===== src/rtl/cfg_xact_pkg.sv =====
package cfg_xact_pkg;
  localparam int unsigned WORD_W = 32;

  localparam int unsigned START_BIT = 31;
  localparam int unsigned WR_BIT    = 30;
  localparam int unsigned DCC_LSB   = 26;
  localparam int unsigned FUNC_LSB  = 20;
  localparam int unsigned SITE_LSB  = 16;
  localparam int unsigned POS_LSB   = 12;
  localparam int unsigned DEV_LSB   = 0;

  localparam int unsigned DCC_W  = 4;
  localparam int unsigned FUNC_W = 6;
  localparam int unsigned SITE_W = 2;
  localparam int unsigned POS_W  = 4;
  localparam int unsigned DEV_W  = 12;

  localparam int unsigned STAT_W = 2;
  localparam int unsigned STAT_DONE_BIT = 0;
  localparam int unsigned STAT_ERR_BIT  = 1;

  typedef enum logic [1:0] {
    XS_IDLE = 2'd0,
    XS_REQ  = 2'd1,
    XS_WAIT = 2'd2
  } xact_state_e;

  typedef enum logic [1:0] {
    RS_NONE = 2'd0,
    RS_DATA = 2'd1,
    RS_CTRL = 2'd2,
    RS_STAT = 2'd3
  } rd_sel_e;
endpackage


===== src/rtl/cfg_reg_decode.sv =====
module cfg_reg_decode
  import cfg_xact_pkg::*;
#(
  parameter int unsigned ADDR_W = 8,
  parameter logic [ADDR_W-1:0] DATA_OFS = 'hA0,
  parameter logic [ADDR_W-1:0] CTRL_OFS = 'hA4,
  parameter logic [ADDR_W-1:0] STAT_OFS = 'hA8
) (
  input  logic              sel_i,
  input  logic              wr_i,
  input  logic [ADDR_W-1:0] addr_i,
  output logic              wr_data_o,
  output logic              wr_ctrl_o,
  output logic              wr_stat_o,
  output rd_sel_e           rd_sel_o
);
  logic hit_data, hit_ctrl, hit_stat, wr_en;

  assign hit_data = (addr_i == DATA_OFS);
  assign hit_ctrl = (addr_i == CTRL_OFS);
  assign hit_stat = (addr_i == STAT_OFS);
  assign wr_en    = sel_i & wr_i;

  assign wr_data_o = wr_en & hit_data;
  assign wr_ctrl_o = wr_en & hit_ctrl;
  assign wr_stat_o = wr_en & hit_stat;

  always_comb begin
    rd_sel_o = RS_NONE;
    if (hit_data)      rd_sel_o = RS_DATA;
    else if (hit_ctrl) rd_sel_o = RS_CTRL;
    else if (hit_stat) rd_sel_o = RS_STAT;
  end
endmodule


===== src/rtl/cfg_xact_fsm.sv =====
module cfg_xact_fsm
  import cfg_xact_pkg::*;
(
  input  logic clk_i,
  input  logic rst_ni,
  input  logic launch_i,
  input  logic req_ready_i,
  input  logic rsp_valid_i,
  output logic req_valid_o,
  output logic busy_o,
  output logic done_o
);
  xact_state_e state_q, state_d;

  always_comb begin
    state_d = state_q;
    unique case (state_q)
      XS_IDLE: if (launch_i)    state_d = XS_REQ;
      XS_REQ:  if (req_ready_i) state_d = XS_WAIT;
      XS_WAIT: if (rsp_valid_i) state_d = XS_IDLE;
      default:                  state_d = XS_IDLE;
    endcase
  end

  always_ff @(posedge clk_i or negedge rst_ni) begin
    if (!rst_ni) state_q <= XS_IDLE;
    else         state_q <= state_d;
  end

  assign req_valid_o = (state_q == XS_REQ);
  assign busy_o      = (state_q != XS_IDLE);
  // responses only count once the request has been taken
  assign done_o      = (state_q == XS_WAIT) & rsp_valid_i;
endmodule


===== src/rtl/cfg_status_reg.sv =====
module cfg_status_reg
  import cfg_xact_pkg::*;
(
  input  logic              clk_i,
  input  logic              rst_ni,
  input  logic              clr_i,
  input  logic              done_i,
  input  logic              err_i,
  output logic [STAT_W-1:0] stat_o
);
  logic [STAT_W-1:0] stat_q;

  // completion outranks a same-cycle clear
  always_ff @(posedge clk_i or negedge rst_ni) begin
    if (!rst_ni) begin
      stat_q <= '0;
    end else if (done_i) begin
      stat_q <= '0;
      stat_q[STAT_ERR_BIT]  <= err_i;
      stat_q[STAT_DONE_BIT] <= ~err_i;
    end else if (clr_i) begin
      stat_q <= '0;
    end
  end

  assign stat_o = stat_q;
endmodule


===== src/rtl/cfg_xact_ctrl.sv =====
module cfg_xact_ctrl
  import cfg_xact_pkg::*;
#(
  parameter int unsigned ADDR_W = 8,
  parameter logic [ADDR_W-1:0] DATA_OFS = 'hA0,
  parameter logic [ADDR_W-1:0] CTRL_OFS = 'hA4,
  parameter logic [ADDR_W-1:0] STAT_OFS = 'hA8
) (
  input  logic              clk_i,
  input  logic              rst_ni,
  input  logic              bus_sel_i,
  input  logic              bus_wr_i,
  input  logic [ADDR_W-1:0] bus_addr_i,
  input  logic [31:0]       bus_wdata_i,
  output logic [31:0]       bus_rdata_o,
  output logic              link_req_valid_o,
  input  logic              link_req_ready_i,
  output logic              link_req_write_o,
  output logic [3:0]        link_req_dcc_o,
  output logic [5:0]        link_req_func_o,
  output logic [1:0]        link_req_site_o,
  output logic [3:0]        link_req_pos_o,
  output logic [11:0]       link_req_dev_o,
  output logic [31:0]       link_req_wdata_o,
  input  logic              link_rsp_valid_i,
  input  logic [31:0]       link_rsp_rdata_i,
  input  logic              link_rsp_err_i
);
  localparam int unsigned CMD_W = WORD_W - 1;

  logic              wr_data, wr_ctrl, wr_stat;
  rd_sel_e           rd_sel;
  logic              busy, done, launch;
  logic [WORD_W-1:0] data_q;
  logic [CMD_W-1:0]  cmd_q;
  logic [STAT_W-1:0] stat_q;

  cfg_reg_decode #(
    .ADDR_W  (ADDR_W),
    .DATA_OFS(DATA_OFS),
    .CTRL_OFS(CTRL_OFS),
    .STAT_OFS(STAT_OFS)
  ) i_decode (
    .sel_i    (bus_sel_i),
    .wr_i     (bus_wr_i),
    .addr_i   (bus_addr_i),
    .wr_data_o(wr_data),
    .wr_ctrl_o(wr_ctrl),
    .wr_stat_o(wr_stat),
    .rd_sel_o (rd_sel)
  );

  assign launch = wr_ctrl & ~busy & bus_wdata_i[START_BIT];

  cfg_xact_fsm i_fsm (
    .clk_i      (clk_i),
    .rst_ni     (rst_ni),
    .launch_i   (launch),
    .req_ready_i(link_req_ready_i),
    .rsp_valid_i(link_rsp_valid_i),
    .req_valid_o(link_req_valid_o),
    .busy_o     (busy),
    .done_o     (done)
  );

  cfg_status_reg i_status (
    .clk_i (clk_i),
    .rst_ni(rst_ni),
    .clr_i (wr_stat | launch),
    .done_i(done),
    .err_i (link_rsp_err_i),
    .stat_o(stat_q)
  );

  // command fields frozen while busy
  always_ff @(posedge clk_i or negedge rst_ni) begin
    if (!rst_ni)               cmd_q <= '0;
    else if (wr_ctrl && !busy) cmd_q <= bus_wdata_i[CMD_W-1:0];
  end

  always_ff @(posedge clk_i or negedge rst_ni) begin
    if (!rst_ni) begin
      data_q <= '0;
    end else if (done) begin
      if (!cmd_q[WR_BIT] && !link_rsp_err_i) data_q <= link_rsp_rdata_i;
    end else if (wr_data && !busy) begin
      data_q <= bus_wdata_i;
    end
  end

  always_comb begin
    unique case (rd_sel)
      RS_DATA: bus_rdata_o = data_q;
      RS_CTRL: bus_rdata_o = {busy, cmd_q};
      RS_STAT: bus_rdata_o = {{(WORD_W-STAT_W){1'b0}}, stat_q};
      default: bus_rdata_o = '0;
    endcase
  end

  assign link_req_write_o = cmd_q[WR_BIT];
  assign link_req_dcc_o   = cmd_q[DCC_LSB  +: DCC_W];
  assign link_req_func_o  = cmd_q[FUNC_LSB +: FUNC_W];
  assign link_req_site_o  = cmd_q[SITE_LSB +: SITE_W];
  assign link_req_pos_o   = cmd_q[POS_LSB  +: POS_W];
  assign link_req_dev_o   = cmd_q[DEV_LSB  +: DEV_W];
  assign link_req_wdata_o = data_q;
endmodule


===== config.mk =====
export PLATFORM = sky130hd
export DESIGN_NAME = cfg_xact_ctrl
export DESIGN_NICKNAME = d
export VERILOG_FILES = /design/src/rtl/cfg_xact_pkg.sv /design/src/rtl/cfg_reg_decode.sv /design/src/rtl/cfg_xact_fsm.sv /design/src/rtl/cfg_status_reg.sv /design/src/rtl/cfg_xact_ctrl.sv
export SDC_FILE = /design/constraint.sdc
export NUM_CORES = 1
export LEC_CHECK = 0
export BUFFER_PORTS_ARGS = -buffer_cell sky130_fd_sc_hd__buf_2
export CORE_ASPECT_RATIO = 2
export CORE_MARGIN = 2
export CORE_UTILIZATION = 50
export CTS_CLUSTER_DIAMETER = 100
export DETAILED_ROUTE_END_ITERATION = 7
export PLACE_DENSITY = 0.88
export SETUP_SLACK_MARGIN = 0.15
export SLEW_MARGIN = 10
export SYNTH_ARGS = -nofsm -noshare
export SYNTH_HDL_FRONTEND = slang
export SYNTH_SLANG_ARGS = --single-unit

===== constraint.sdc =====
create_clock -name clk_i -period 3.19 [get_ports clk_i]
set_input_delay 0.4785 -clock clk_i [delete_from_list [all_inputs] [get_ports clk_i]]
set_output_delay 0.4785 -clock clk_i [all_outputs]
set_load 0.005 [all_outputs]

==> flow_summary.ini <==
[synthesis]
synth_edf_count = 0
synthAdderAreaFrac_pct = 0
synth_flop_cell = dfrtp_1
synth_mux_area_share_pct = 29.3
syn_inst = 370
synth_area_per_cell_um2 = 10.4
synth_top_family_by_area = multiplexers
syn-num-nets = 449
synth_area_leaders = dfrtp_1, mux2_4, mux2_1
synth_compound_area_share_pct = 1.82
synthArstFlopShare_pct = 100
synth-simple-area-share_pct = 15.7
yosysSeqAreaShare_pct = 43.5
synth_top_area_cell = dfrtp_1
synthXorXnorAreaFrac_pct = 0
synth_top_area_share_pct = 43.5
yosysUniqueCellTypes = 27
synth_seq_cells = 67
yosys_warnings = 0
synthesis.area_mm2 = 0.00385

[clock_network]
cts_buffers = 9
ctsRootBufferMaster = clkbuf_16
cts_buffer_depth = 2
cts.sink_count = 67
cts_setup_buffers = 0
htree_num_levels = 3
clk_latency_ps = 330
clkTransAtPathRegs_ps = 60
hold_buffers = 0
ctsResizeCount = 0
cts_tree = yes

[sta]
fin_crit_ps = 2360
drv_slew = 0
fin_ws_ps = 826
final_hold_viol_count = 0
worst_pin_slew_ps = 859
skew_ps = 6.49
rsz0062_at_grt = no
fmax_ghz = 0.423
fin_tns_setup_ps = 0
relSlewSlack_pct = 42.8
setup_viol = 0
fin_crit_sh_pct = 74.1
timing.hold.ws_ps = 342

[critical_path]
end_kind = flop
path_max_fanout = 13
cp_slowest_cell = or3_2
crit_arrival_ps = 2570
cp_cell_sequence = or4b_1, or3_2, buf_4, mux2_4
reg2reg_slack_ps = 830
critPathLaunchType = flop
critPathRequiredTime_ps = 3400
critPathMaxStageDelay_ps = 640
cp_top_family = simple AND/OR/NAND/NOR gates
path_class = flop to flop
path_buf_inv = 1

[min_path]
hold_path.class = input pin to asynchronous set/reset pin

[drt]
vias = 3177
routed-wl-met3_um = 448
dr_wl_met2_mm = 5.43
wl_per_cell_um = 16.7
ant_nets = 0
drt_iter0_markers = 118
highest_layer = met4
drc = 0
first_pass_iters = 4
vias_per_cell = 5.20
wl_mm = 10.2
met1_length_mm = 3.81

[power_and_ir_drop]
power_frac_comb_pct = 9.9
ir_drop_uv = 352
seqPwrFrac_pct = 41.8
swShare_pct = 22.6
p_int_mw = 1.71
leakage_nw = 2.93
p_clk_share_pct = 48.3
p_switching_mw = 0.499
power_per_cell_area_mw_per_mm2 = 454

[die]
rows = 45
die_area_mm2 = 0.00846
core_area_mm2 = 0.00754
die_h_um = 128
initial_core_util_pct = 51.0
ioPinCount = 173
die_x_um = 66.0

[global_route]
grt_max_degree = 68
grt.total_usage_pct = 25.0
antenna_found_initial = 0
grt_overflow = 0
grt_pass1_wl_mm = 16.0
first_global_vias = 3408

[place]
placed_area_mm2 = 0.00455
hpwlAfterDp_mm = 7.29
place_ws_ps = 542
port_buffers = 172
gp_congestion = 0.873

[finish]
register_area_mm2 = 0.00168
nNetsFinal = 591
area_delta_synth_final_pct = 26.6
drive_gt1_share_pct = 43.9
final_area_mm2 = 0.00488
diodes = 0
multi_input_area_mm2 = 0.00181
fillers = 591

[run_status]
status = completed

[job]
maxCapViolations = 0
[layout by cell type (no fill, tap or decap)]
cell type and n:
clkinv_2 2, clkinv_4 1, a21oi_1 3, bufinv_16 2
nor3b_1 1, inv_1 2, mux2_1 34, a211oi_1 1
o32ai_4 1, nand3b_1 2, nor2b_1 2, buf_4 7
clkbuf_8 1, dfrtp_1 67, nor4bb_1 1, mux2i_1 31
buf_12 1, inv_6 1, buf_2 172, nand2b_1 1
o2bb2ai_1 1, o21ai_0 3, or4b_1 1, nand2_1 99
and3b_1 1, or3_2 1, nand4b_1 1, clkbuf_16 9
nor2_1 37, o31ai_1 1, or4_1 1, mux2_4 29
[area by class of cell]
type / count / share of cell area (%)
sequential: 67 / 34.4
multi-input combinational: 252 / 37.2
clock inverter: 6 / 1.80
timing repair buffer: 180 / 19.1
clock buffer: 10 / 4.90
inverter: 2 / 0.154
tap: 94 / 2.41
[Yosys cell counts, types with 3 or more instances]
master	n
a21oi_1	3
buf_4	31
buf_12	3
nor2_1	37
nand2_1	99
dfrtp_1	67
clkbuf_1	13
mux2i_1	31
o21ai_0	3
mux2_1	34
mux2_4	29
[kinds of logic after synthesis]
logic type,count (synthesis)
compound gates,10
mux,94
simple gates,148
buf+inv,51
flops,67
[flip-flops by register name, indices dropped and copies added, names as in the netlist]
| signal | cells |
|---|---|
| cmd_q | 31 |
| i_fsm.state_q | 2 |
| i_status.stat_o | 2 |
| link_req_wdata_o | 32 |
[worst paths after layout]
| check | start | endpoint | cells past startpoint |
|---|---|---|---|
| setup / recovery | i_fsm.state_q[0]$_DFFE_PN0P_ | cmd_q[8]$_DFFE_PN0N_ | 4 |
| max in group asynchronous | rst_ni | link_req_wdata_o[0]$_DFFE_PN0P_ | 2 |
| min in group clk_i | link_rsp_valid_i | i_fsm.state_q[1]$_DFFE_PN0P_ | 2 |
| hold / removal | rst_ni | link_req_wdata_o[21]$_DFFE_PN0P_ | 2 |
| hold reg to reg | link_req_wdata_o[1]$_DFFE_PN0P_ | link_req_wdata_o[1]$_DFFE_PN0P_ | 1 |
| setup reg to reg | i_fsm.state_q[0]$_DFFE_PN0P_ | cmd_q[8]$_DFFE_PN0N_ | 4 |
[through the flow]
step	power [mW]	std cells	utilization (%)
floorplan	1.04	370	-
global placement	1.15	595	60.3
detailed placement	1.16	595	60.3
CTS	2.24	611	64.6
global route	2.29	611	64.6
finish	2.21	611	64.6
[power groups by stage]
stage / sequential, mW / combinational [mW] / clock [mW]
2_1_floorplan: 0.934 / 0.104 / 0
3_3_place_gp: 0.936 / 0.213 / 0
3_5_place_dp: 0.939 / 0.220 / 0
4_1_cts: 0.924 / 0.221 / 1.09
5_1_grt: 0.929 / 0.243 / 1.12
6_report: 0.925 / 0.219 / 1.07
[layer usage]
layer,track usage [%],vias to the layer above
met1,26.8,1526
li1,-,1481
met2,44.1,132
met3,4.39,38
met4,15.4,0
met5,0,-
(Power assumes the default switching activity.)
